`src/rtl/evmap_pkg.sv`:
```
package evmap_pkg;

    typedef enum logic [1:0] {
        MODE_COPY   = 2'd0,
        MODE_SINGLE = 2'd1,
        MODE_FANOUT = 2'd2,
        MODE_ALT    = 2'd3
    } map_mode_e;

    typedef enum logic [1:0] {
        ST_IDLE = 2'd0,
        ST_LOOK = 2'd1,
        ST_EMIT = 2'd2
    } eng_state_e;

endpackage

```
`src/rtl/evmap_fifo.sv`:
```
module evmap_fifo #(
    parameter int W     = 6,
    parameter int DEPTH = 8
) (
    input  logic         clk_i,
    input  logic         rst_ni,
    input  logic         push_i,
    input  logic [W-1:0] data_i,
    input  logic         pop_i,
    output logic         full_o,
    output logic         empty_o,
    output logic [W-1:0] head_o
);
    localparam int PW = (DEPTH > 1) ? $clog2(DEPTH) : 1;
    localparam int CW = $clog2(DEPTH + 1);

    typedef struct packed {
        logic [PW-1:0] wr;
        logic [PW-1:0] rd;
        logic [CW-1:0] cnt;
    } fifo_st_t;

    fifo_st_t     s_d, s_q;
    logic [W-1:0] mem_q [DEPTH];
    logic         do_push, do_pop;

    function automatic logic [PW-1:0] bump(input logic [PW-1:0] p);
        return (p == PW'(DEPTH - 1)) ? '0 : p + 1'b1;
    endfunction

    assign full_o  = (s_q.cnt == CW'(DEPTH));
    assign empty_o = (s_q.cnt == '0);
    assign head_o  = mem_q[s_q.rd];
    assign do_push = push_i && !full_o;
    assign do_pop  = pop_i && !empty_o;

    always_comb begin
        s_d = s_q;
        if (do_push) s_d.wr = bump(s_q.wr);
        if (do_pop)  s_d.rd = bump(s_q.rd);
        case ({do_push, do_pop})
            2'b10:   s_d.cnt = s_q.cnt + 1'b1;
            2'b01:   s_d.cnt = s_q.cnt - 1'b1;
            default: s_d.cnt = s_q.cnt;
        endcase
    end

    always_ff @(posedge clk_i or negedge rst_ni) begin
        if (!rst_ni) s_q <= '0;
        else         s_q <= s_d;
    end

    always_ff @(posedge clk_i) begin
        if (do_push) mem_q[s_q.wr] <= data_i;
    end

    // an offer made while full, with no pop, leaves the occupancy unchanged
    a_r2_drop_when_full: assert property (@(posedge clk_i) disable iff (!rst_ni)
        (push_i && full_o && !pop_i) |=> (s_q.cnt == $past(s_q.cnt)));

    // a full queue keeps in_ready low until something leaves
    a_r2_full_sticks: assert property (@(posedge clk_i) disable iff (!rst_ni)
        (full_o && !pop_i) |=> full_o);

endmodule

```
`src/rtl/evmap_table.sv`:
```
module evmap_table #(
    parameter int AW = 6,
    parameter int EW = 8
) (
    input  logic          clk_i,
    input  logic          rst_ni,
    input  logic          lock_i,
    input  logic          wr_req_i,
    input  logic [AW-1:0] wr_idx_i,
    input  logic [EW-1:0] wr_data_i,
    input  logic          rd_en_i,
    input  logic [AW-1:0] rd_idx_i,
    output logic [EW-1:0] rd_data_o
);
    localparam int DEPTH = 1 << AW;

    logic [EW-1:0] mem_q [DEPTH];
    logic [EW-1:0] rd_q;
    logic          wr_en;

    assign wr_en     = wr_req_i && !lock_i;
    assign rd_data_o = rd_q;

    always_ff @(posedge clk_i or negedge rst_ni) begin
        if (!rst_ni) begin
            for (int i = 0; i < DEPTH; i++) mem_q[i] <= '0;
            rd_q <= '0;
        end else begin
            if (wr_en)   mem_q[wr_idx_i] <= wr_data_i;
            if (rd_en_i) rd_q <= mem_q[rd_idx_i];
        end
    end

    // a write strobe while the mapper runs leaves the addressed word untouched
    a_r11_locked_write: assert property (@(posedge clk_i) disable iff (!rst_ni)
        (wr_req_i && lock_i) |=> (mem_q[$past(wr_idx_i)] == $past(mem_q[wr_idx_i])));

endmodule

```
`src/rtl/evmap_engine.sv`:
```
module evmap_engine import evmap_pkg::*; #(
    parameter int AW = 6
) (
    input  logic          clk_i,
    input  logic          rst_ni,
    input  logic          enable_i,
    input  map_mode_e     mode_i,
    input  logic          fifo_empty_i,
    input  logic [AW-1:0] fifo_head_i,
    output logic          pop_o,
    output logic          rd_en_o,
    output logic [AW-1:0] rd_idx_o,
    input  logic          ent_valid_i,
    input  logic          ent_last_i,
    input  logic [AW-1:0] ent_target_i,
    output logic          out_valid_o,
    output logic [AW-1:0] out_addr_o,
    input  logic          out_ready_i
);
    localparam int DEPTH = 1 << AW;
    localparam int VW    = AW + 1;

    typedef struct packed {
        eng_state_e    st;
        logic          fan;
        logic          last;
        logic [AW-1:0] idx;
        logic [VW-1:0] visits;
        logic [AW-1:0] addr;
    } eng_st_t;

    eng_st_t s_d, s_q;
    logic    uses_table;

    assign uses_table  = (mode_i == MODE_SINGLE) || (mode_i == MODE_FANOUT);
    assign out_valid_o = (s_q.st == ST_EMIT);
    assign out_addr_o  = s_q.addr;

    always_comb begin
        s_d      = s_q;
        pop_o    = 1'b0;
        rd_en_o  = 1'b0;
        rd_idx_o = s_q.idx;
        case (s_q.st)
            ST_IDLE: begin
                if (enable_i && !fifo_empty_i) begin
                    pop_o      = 1'b1;
                    s_d.idx    = fifo_head_i;
                    s_d.visits = '0;
                    s_d.fan    = (mode_i == MODE_FANOUT);
                    if (uses_table) begin
                        rd_en_o  = 1'b1;
                        rd_idx_o = fifo_head_i;
                        s_d.st   = ST_LOOK;
                    end else begin
                        s_d.addr = fifo_head_i;
                        s_d.last = 1'b1;
                        s_d.st   = ST_EMIT;
                    end
                end
            end
            ST_LOOK: begin
                s_d.visits = s_q.visits + 1'b1;
                if (!ent_valid_i) begin
                    s_d.st = ST_IDLE;
                end else begin
                    s_d.addr = ent_target_i;
                    s_d.last = !s_q.fan || ent_last_i ||
                               ((s_q.visits + 1'b1) == VW'(DEPTH));
                    s_d.st   = ST_EMIT;
                end
            end
            ST_EMIT: begin
                if (out_ready_i) begin
                    if (s_q.last) begin
                        s_d.st = ST_IDLE;
                    end else begin
                        s_d.idx  = s_q.idx + 1'b1;
                        rd_en_o  = 1'b1;
                        rd_idx_o = s_q.idx + 1'b1;
                        s_d.st   = ST_LOOK;
                    end
                end
            end
            default: s_d.st = ST_IDLE;
        endcase
    end

    always_ff @(posedge clk_i or negedge rst_ni) begin
        if (!rst_ni) s_q <= '0;
        else         s_q <= s_d;
    end

    // a stalled output keeps its address until accepted
    a_r9_hold_stalled: assert property (@(posedge clk_i) disable iff (!rst_ni)
        (out_valid_o && !out_ready_i) |=> (out_valid_o && $stable(out_addr_o)));

    // no event leaves the queue while the mapper is disabled
    a_r3_no_pop_disabled: assert property (@(posedge clk_i) disable iff (!rst_ni)
        !enable_i |-> !pop_o);

    // a copied event appears on the next cycle with the queue head address
    a_r4_copy_next: assert property (@(posedge clk_i) disable iff (!rst_ni)
        (pop_o && !uses_table) |=> (out_valid_o && out_addr_o == $past(fifo_head_i)));

    // a presented output blocks any further pop
    a_r10_no_pop_pending: assert property (@(posedge clk_i) disable iff (!rst_ni)
        (out_valid_o && !out_ready_i) |=> !pop_o);

    // the traversal never visits more entries than the table holds
    a_r8_visit_cap: assert property (@(posedge clk_i) disable iff (!rst_ni)
        s_q.visits <= VW'(DEPTH));

endmodule

```
`src/rtl/event_mapper.sv`:
```
module event_mapper import evmap_pkg::*; #(
    parameter int ADDR_W     = 6,
    parameter int FIFO_DEPTH = 8
) (
    input  logic              clk,
    input  logic              rst_n,
    input  logic              enable,
    input  logic [1:0]        mode,
    input  logic              in_valid,
    input  logic [ADDR_W-1:0] in_addr,
    output logic              in_ready,
    output logic              out_valid,
    output logic [ADDR_W-1:0] out_addr,
    input  logic              out_ready,
    input  logic              cfg_we,
    input  logic [ADDR_W-1:0] cfg_idx,
    input  logic              cfg_valid,
    input  logic              cfg_last,
    input  logic [ADDR_W-1:0] cfg_target
);
    localparam int EW = ADDR_W + 2;

    map_mode_e         mode_e;
    logic              fifo_full, fifo_empty, fifo_pop;
    logic [ADDR_W-1:0] fifo_head;
    logic              rd_en;
    logic [ADDR_W-1:0] rd_idx;
    logic [EW-1:0]     rd_word;
    logic [EW-1:0]     wr_word;

    assign mode_e   = map_mode_e'(mode);
    assign in_ready = !fifo_full;
    assign wr_word  = {cfg_valid, cfg_last, cfg_target};

    evmap_fifo #(.W(ADDR_W), .DEPTH(FIFO_DEPTH)) u_fifo (
        .clk_i   (clk),
        .rst_ni  (rst_n),
        .push_i  (in_valid),
        .data_i  (in_addr),
        .pop_i   (fifo_pop),
        .full_o  (fifo_full),
        .empty_o (fifo_empty),
        .head_o  (fifo_head)
    );

    evmap_table #(.AW(ADDR_W), .EW(EW)) u_table (
        .clk_i     (clk),
        .rst_ni    (rst_n),
        .lock_i    (enable),
        .wr_req_i  (cfg_we),
        .wr_idx_i  (cfg_idx),
        .wr_data_i (wr_word),
        .rd_en_i   (rd_en),
        .rd_idx_i  (rd_idx),
        .rd_data_o (rd_word)
    );

    evmap_engine #(.AW(ADDR_W)) u_engine (
        .clk_i        (clk),
        .rst_ni       (rst_n),
        .enable_i     (enable),
        .mode_i       (mode_e),
        .fifo_empty_i (fifo_empty),
        .fifo_head_i  (fifo_head),
        .pop_o        (fifo_pop),
        .rd_en_o      (rd_en),
        .rd_idx_o     (rd_idx),
        .ent_valid_i  (rd_word[EW-1]),
        .ent_last_i   (rd_word[EW-2]),
        .ent_target_i (rd_word[ADDR_W-1:0]),
        .out_valid_o  (out_valid),
        .out_addr_o   (out_addr),
        .out_ready_i  (out_ready)
    );

    // a full queue shows in_ready low on the port
    a_r2_ready_when_room: assert property (@(posedge clk) disable iff (!rst_n)
        (!in_ready && !fifo_pop) |=> !in_ready);

endmodule

```
`config.mk`:
```
export PLATFORM = sky130hd
export DESIGN_NAME = event_mapper
export DESIGN_NICKNAME = d
export VERILOG_FILES = /design/src/rtl/evmap_pkg.sv /design/src/rtl/evmap_fifo.sv /design/src/rtl/evmap_table.sv /design/src/rtl/evmap_engine.sv /design/src/rtl/event_mapper.sv
export SDC_FILE = /design/constraint.sdc
export NUM_CORES = 1
export LEC_CHECK = 0
export ABC_AREA = 1
export ABC_CLOCK_PERIOD_IN_PS = 7000
export BUFFER_PORTS_ARGS = -buffer_cell sky130_fd_sc_hd__buf_2
export CORE_AREA = 2 2 234 236
export CTS_BUF_LIST = sky130_fd_sc_hd__clkbuf_4
export DETAILED_ROUTE_END_ITERATION = 16
export DIE_AREA = 0 0 236 238
export PLACE_DENSITY_LB_ADDON = 0.08
export SKIP_LAST_GASP = 1
export SLEW_MARGIN = 10
export SYNTH_ARGS = -nofsm -noshare
export SYNTH_HDL_FRONTEND = slang
export SYNTH_SLANG_ARGS = --single-unit
```
`constraint.sdc`:
```
create_clock -name clk -period 7 [get_ports clk]
set_clock_uncertainty 0.1 [all_clocks]
set_input_delay 2.1 -clock clk [delete_from_list [all_inputs] [get_ports clk]]
set_output_delay 2.1 -clock clk [all_outputs]
set_load 0.01 [all_outputs]
```
Word-level counts from Yosys, hierarchy flattened
Memories as Yosys holds them, arrays and structs flattened.
Cells that the tools add are included.
W data, S select, Z words.

operators by class
  add/subtract/negate cells = 6
  order comparisons = 3
  eq/ne operators = 14
  multiplexer cells = 36
  bitwise operators = 2
  reduce and logical (&&, ||, !) cells = 22

operators by type and width
  operator               number
  $bwmux W512            1
  $bmux W8 S6            1
  $demux W8 S6           1
  $mux W6                6
  $pmux W13 S2           1
  $mux W8                3
  $pmux W6 S2            2
  $mux W23               1
  $ge A7 B7 Y1 const B   2
  $not A6 Y7             2
  $mux W1                11
  $pmux W4 S2            1
  $reduce_and A2 Y1      4
  $add A7 B1 Y7 const B  1
  $eq A7 B7 Y1 const B   1
  $lt A7 B1 Y1 const B   1
  $add A3 B1 Y3 const B  2
  $add A6 B1 Y6 const B  1
  $eq A2 B1 Y1 const B   3
  $eq A2 B2 Y1 const B   3
  $eq A3 B3 Y1 const B   2
  $mux W2                3
  $mux W3                2
  $pmux W2 S3            1
  13 further kinds       27

word-level totals
  register bits after elaboration = 553
  memory bits (writable) = 48
  input port bits = 28
  output and inout port bits = 8
  logic and storage cells = 158
  memories kept = 1

memories
  name          depth  bits a word  read ports  clocked after Yosys merged registers in  write ports  line              text
  u_fifo.mem_q  8      6            1           0                                        1            evmap_fifo.sv:24  logic [W-1:0] mem_q [DEPTH];

Depth between registers and ports, before layout
  word-level depth = 9
  mapped depth = 22
  depth with buffers taken out = 19

Cells and area by module
Synthesis repeated with hierarchy kept, for this count alone.

second synthesis, totals
  cells, all modules = 3,445
  area, all modules = 27,792.9 µm²

by module, submodules not included
  module        instances  cells each  area each (µm²)  sequential area each (µm²)
  evmap_table   1          2,944       23,527.6         13,012.5
  evmap_fifo    1          296         2,760.1          1,691.6
  evmap_engine  1          204         1,501.4          575.6
  event_mapper  1          1           3.8              0.0

Worst setup path after synthesis
OpenSTA, ideal clock, no wires.

  path type = input port to flip-flop
  from = input port mode[0]
  to = register u_table.rd_q[5], in the netlist u_table.rd_data_o[5]
  setup time = 0.117 ns
  arrival time = 3.844 ns
  required time = 6.783 ns
  slack = 2.939 ns
  stages = 20
  buffers on the path = 2
  cells stage by stage = inv_1 -> ha_1 -> nor2_8 -> nand2_4 -> nand2_1 -> nand2_1 -> nand2_2 -> nand2_2 -> buf_6 -> buf_4 -> nand2_1 -> nand2_1 -> nand2_1 -> nand3_1 -> nand3_1 -> nand3_1 -> nand3_1 -> nand2_1 -> nand2_1 -> nand2_1

on the way
  longest elaborated chain between the ends = 9
  elaborated cells between the ends (all ways) = 13
  those cells by class = 2 x eq/ne; 9 x mux; 1 x bitwise; 1 x reduce/logical

RTL lines
  what                                                 line                text
  start: declaration                                   event_mapper.sv:8   input logic [1:0] mode,
  $eq A2 B1 Y1 / $eq A2 B2 Y1 (equally long branches)  evmap_engine.sv:35  assign uses_table = (mode_i == MODE_SINGLE) || (mode_i == MODE_FANOUT);
  $logic_or A1 B1 Y1 (*)                               evmap_engine.sv:35
  $mux W6                                              evmap_engine.sv:51  if (uses_table) begin
  $mux W6                                              evmap_engine.sv:46  if (enable_i && !fifo_empty_i) begin
  $pmux W6 S2                                          evmap_engine.sv:44  case (s_q.st)
  $not A6 Y7 (implied by the code)                     evmap_table.sv:30   if (rd_en_i) rd_q <= mem_q[rd_idx_i];
  $bmux W8 S6                                          evmap_table.sv:30
  $mux W8 (implied by the code) (2 in a row)           evmap_table.sv:30
  end signal: assignment                               evmap_table.sv:30
  end: declaration                                     evmap_table.sv:18   logic [EW-1:0] rd_q;

Mark *: on every way between the ends. The rest lies on a longest branch, timed or not. The select of a mux whose other input is x is not followed.
A chain may end at the register's enable or synchronous reset.

Final worst setup path
  from = input port mode[0]
  to = register u_table.rd_q[0], in the netlist u_table.rd_data_o[0]

Same word-level chain as after synthesis.

==> impl_results.md <==
- P_leak: 0.01504 uW
- Endpoints failing hold: 0
- First drt pass iteration count: 5
- Switching part of the total: 46.80%
- Combinational Power Share: 47.2%
- Post-synth top area share: 47.28%
- CTS H-tree lvls: 4
- IO Count: 36
- Post-DP HPWL: 51450 um
- Register area share after synthesis: 52.20%
- Total setup buffers inserted after CTS: 0
- Worst Tran Pin Value: 1.247 ns
- Critical Path AT: 5.43 ns
- Routed WL: 87970 um
- PD cells: 443.4 nW/um^2
- Number of global-route vias before repair: 24740
- Worst Path Required: 7.78 ns
- Die width: 236 um
- Hold buffer count at cts: 0
- Proportion of layout cells with a drive suffix above 1: 10.02%
- Final worst slack: 2.347 ns
- Max cap viols: 0
- Distinct cells, synth: 42
- Synth top area cells: dfrtp_1, nand2_1, nand3_1
- Layout fillers: 4955
- Syn Nets: 3703
- Critical path's slowest cell: inv_2
- PostCTS Resize Cnt: 0
- Worst setup path category: primary input to flop
- CP Launch Type: primary input
- Total grt overflow: 0
- Final period util: 66.48%
- DR DRC count: 0
- Avg Cell Area, Syn: 7.988 um^2
- FMAX: 0.2149 GHz
- Placed instance count: 4171
- Post-synthesis cell area: 29270 um^2
- Sum of negative setup slack: 0 ns
- Top FF cell, synth: dfrtp_1
- Vias: 25700
- CP peak stage delay: 0.90 ns
- Hold WC Path Type: flop to flop
- First-pass GRT wire length: 139900 um
- Synthesis-to-finish area growth: 8.028%
- #FFs+latches synth: 601
- Normalized max-slew margin: 16.77%
- Net count, final: 3681
- Pre-CTS WS: 1.420 ns
- Die area: 56170 um^2
- Gate Count Post-Synth: 3664
- Starting DRT DRC Count: 2536
- Final Non-Filler Cells: 4463
- DR vias/cell: 5.759
- Final setup violation count: 0
- Core area: 53500 um^2
- RSZ-0062 raised after global routing: false
- Clock tree buffer depth: 3
- CTS tree: yes
- Switching power: 6561 uW
- Port Buf Inserts: 35
- Placer Congestion: 0.8573
- Worst Setup End Kind: flop
- Status: finished, final reports clean
- Total Power: 14020 uW
- Sequential share of power: 29.8%
- Clock Latency Late Sink: 1.00 ns
- Die H: 238 um
- Top cell by count, worst path: nand2_1
- Commonest non-fill, non-tap cell in the layout: nand2_1
- Clock root buffer master: clkbuf_4
- Routed Antenna Nets: 0
- Initial antenna violation count: 7
- Initial Utilization: 54.71%
- Cell-internal power: 7459 uW
- Average wire per standard cell: 19.71 um
- Row Count: 85
- WP buf/inv: 4
- Period minus WS final: 4.653 ns
- Total GRT Usage: 31.87%
- Synth Warn #: 0
- Clk pwr share: 23.0%
- Crit path max-delay family: buffers and inverters
- Post-synth top area cell: dfrtp_1
- Peak supply drop: 0.0005714 V
- FFs w/ async S/R, synth: 92.01%
- Worst-path cell chain: buf_2 > inv_1 > ha_1 > nor2_8 > nand2_4 > o21ai_1 > nand2_1 > nand2_1 > o21ai_4 > inv_2 > buf_4 > nand3_1 > nand3_1 > nand3_1 > nand3_1 > nand2_1 > nand2_1 > nand2_1
- Worst-path clk slew: 0.07 ns
- Largest net degree at the start of global routing: 176
- # clock sinks: 601
- CTS buffer count: 165
- CP Max Fanout: 49
- Max Transition Viols Final: 0
- Number of synthesized flops with an enable pin: 48
- Most frequent cells in the layout: nand2_1, nand3_1, dfrtp_1
[sequential cells by signal, summed over array words and instances, names as in the netlist]
name and count:
u_fifo.mem_q 48, u_table.rd_data_o 8, u_fifo.s_q 10, u_engine.out_addr_o 6, u_table.mem_q 512, u_engine.s_q 17
[worst min-delay path, stage by stage, from the launching register on]
cell	delay [ns]
dfrtp_1	0.34
nand2_1	0.05
o21ai_0	0.06
[metrics by stage]
stage | hold slack (ns) | instance area (um^2) | utilization, %
2_1_floorplan | 0.3444 | 29270 | -
6_report | 0.3757 | 31620 | 59.11
3_3_place_gp | 0.3572 | 29500 | 55.14
5_1_grt | 0.3903 | 31620 | 59.11
4_1_cts | 0.3788 | 31610 | 59.09
3_5_place_dp | 0.3638 | 29500 | 55.14
[cell type report]
class / instances / area, um^2 / share of cell area [%]
timing repair buffer: 71 / 580.6 / 1.836
tap: 696 / 870.8 / 2.754
inverter: 271 / 1017 / 3.217
clock buffer: 250 / 1877 / 5.936
antenna: 3 / 7.507 / 0.02374
sequential: 601 / 15280 / 48.32
clock inverter: 39 / 235.2 / 0.7439
multi-input combinational: 2532 / 11750 / 37.17
[metal layers]
layer,track usage [%],vias to the layer above,part of all wire (%)
li1,-,12020,-
met3,7.878,197,8.1
met4,13.88,10,3.3
met2,47.89,1062,45
met1,44.10,12420,43
met5,0,-,0.073
[logic make-up (layout without fill, tap and decap cells)]
logic type	count (synthesis)	after routing	share of synthesized area (%)
AND/OR/NAND/NOR	1919	1919	28.65
flip-flops	601	601	52.20
AO/OA/AOI/OAI	593	593	10.43
buffers and inverters	531	631	7.947
adder cells (fa/ha/maj)	11	11	0.4959
XOR/XNOR	7	7	0.2095
multiplexers	2	2	0.07267
other	0	3	0
[cells in the mapped netlist, types with 2 or more instances]
cell and number:
nand2_1 1154, a31oi_1 3, a22o_1 2, inv_1 257, clkinv_1 8, buf_2 71, inv_2 6, buf_4 28
a21oi_1 15, ha_1 10, xor2_1 5, dfrtp_1 553, clkbuf_1 143, o21ai_0 544, xnor2_1 2, o22ai_1 3
nor2_1 71, edfxtp_1 48, o211ai_1 7, o221ai_1 4, nand2_2 4, nand2_4 3, buf_6 17, a211oi_1 2
nand3b_1 106, o21ai_1 4, nand3_1 565, o21ai_2 5, nor3_1 11
[path summary, 6_finish.rpt]
| check | from | slack (ns) | endpoint | cells after the start |
|---|---|---|---|---|
| setup / recovery | mode[0] | 2.35 | u_table.rd_data_o[0] | 18 |
| hold / removal | u_table.mem_q[83] | 0.38 | u_table.mem_q[83] | 2 |
| setup reg to reg | u_fifo.s_q[5] | 2.67 | u_table.rd_data_o[3] | 18 |
| hold reg to reg | u_table.mem_q[83] | 0.38 | u_table.mem_q[83] | 2 |
| max in group asynchronous | rst_n | 4.37 | u_engine.out_addr_o[3] | 2 |
| min in group asynchronous | rst_n | 1.11 | u_table.mem_q[330] | 1 |
[power groups by stage]
| stage | sequential [uW] | combinational (uW) | clock, uW |
|---|---|---|---|
| final | 4170 | 6620 | 3230 |
| after global routing | 4210 | 7210 | 3500 |
| after CTS | 4160 | 6510 | 3300 |
| after detailed placement | 4230 | 6500 | 0 |
| after global placement | 4210 | 6480 | 0 |
| after floorplan | 4110 | 4730 | 0 |
No activity file was read; power rests on OpenSTA's default activity.
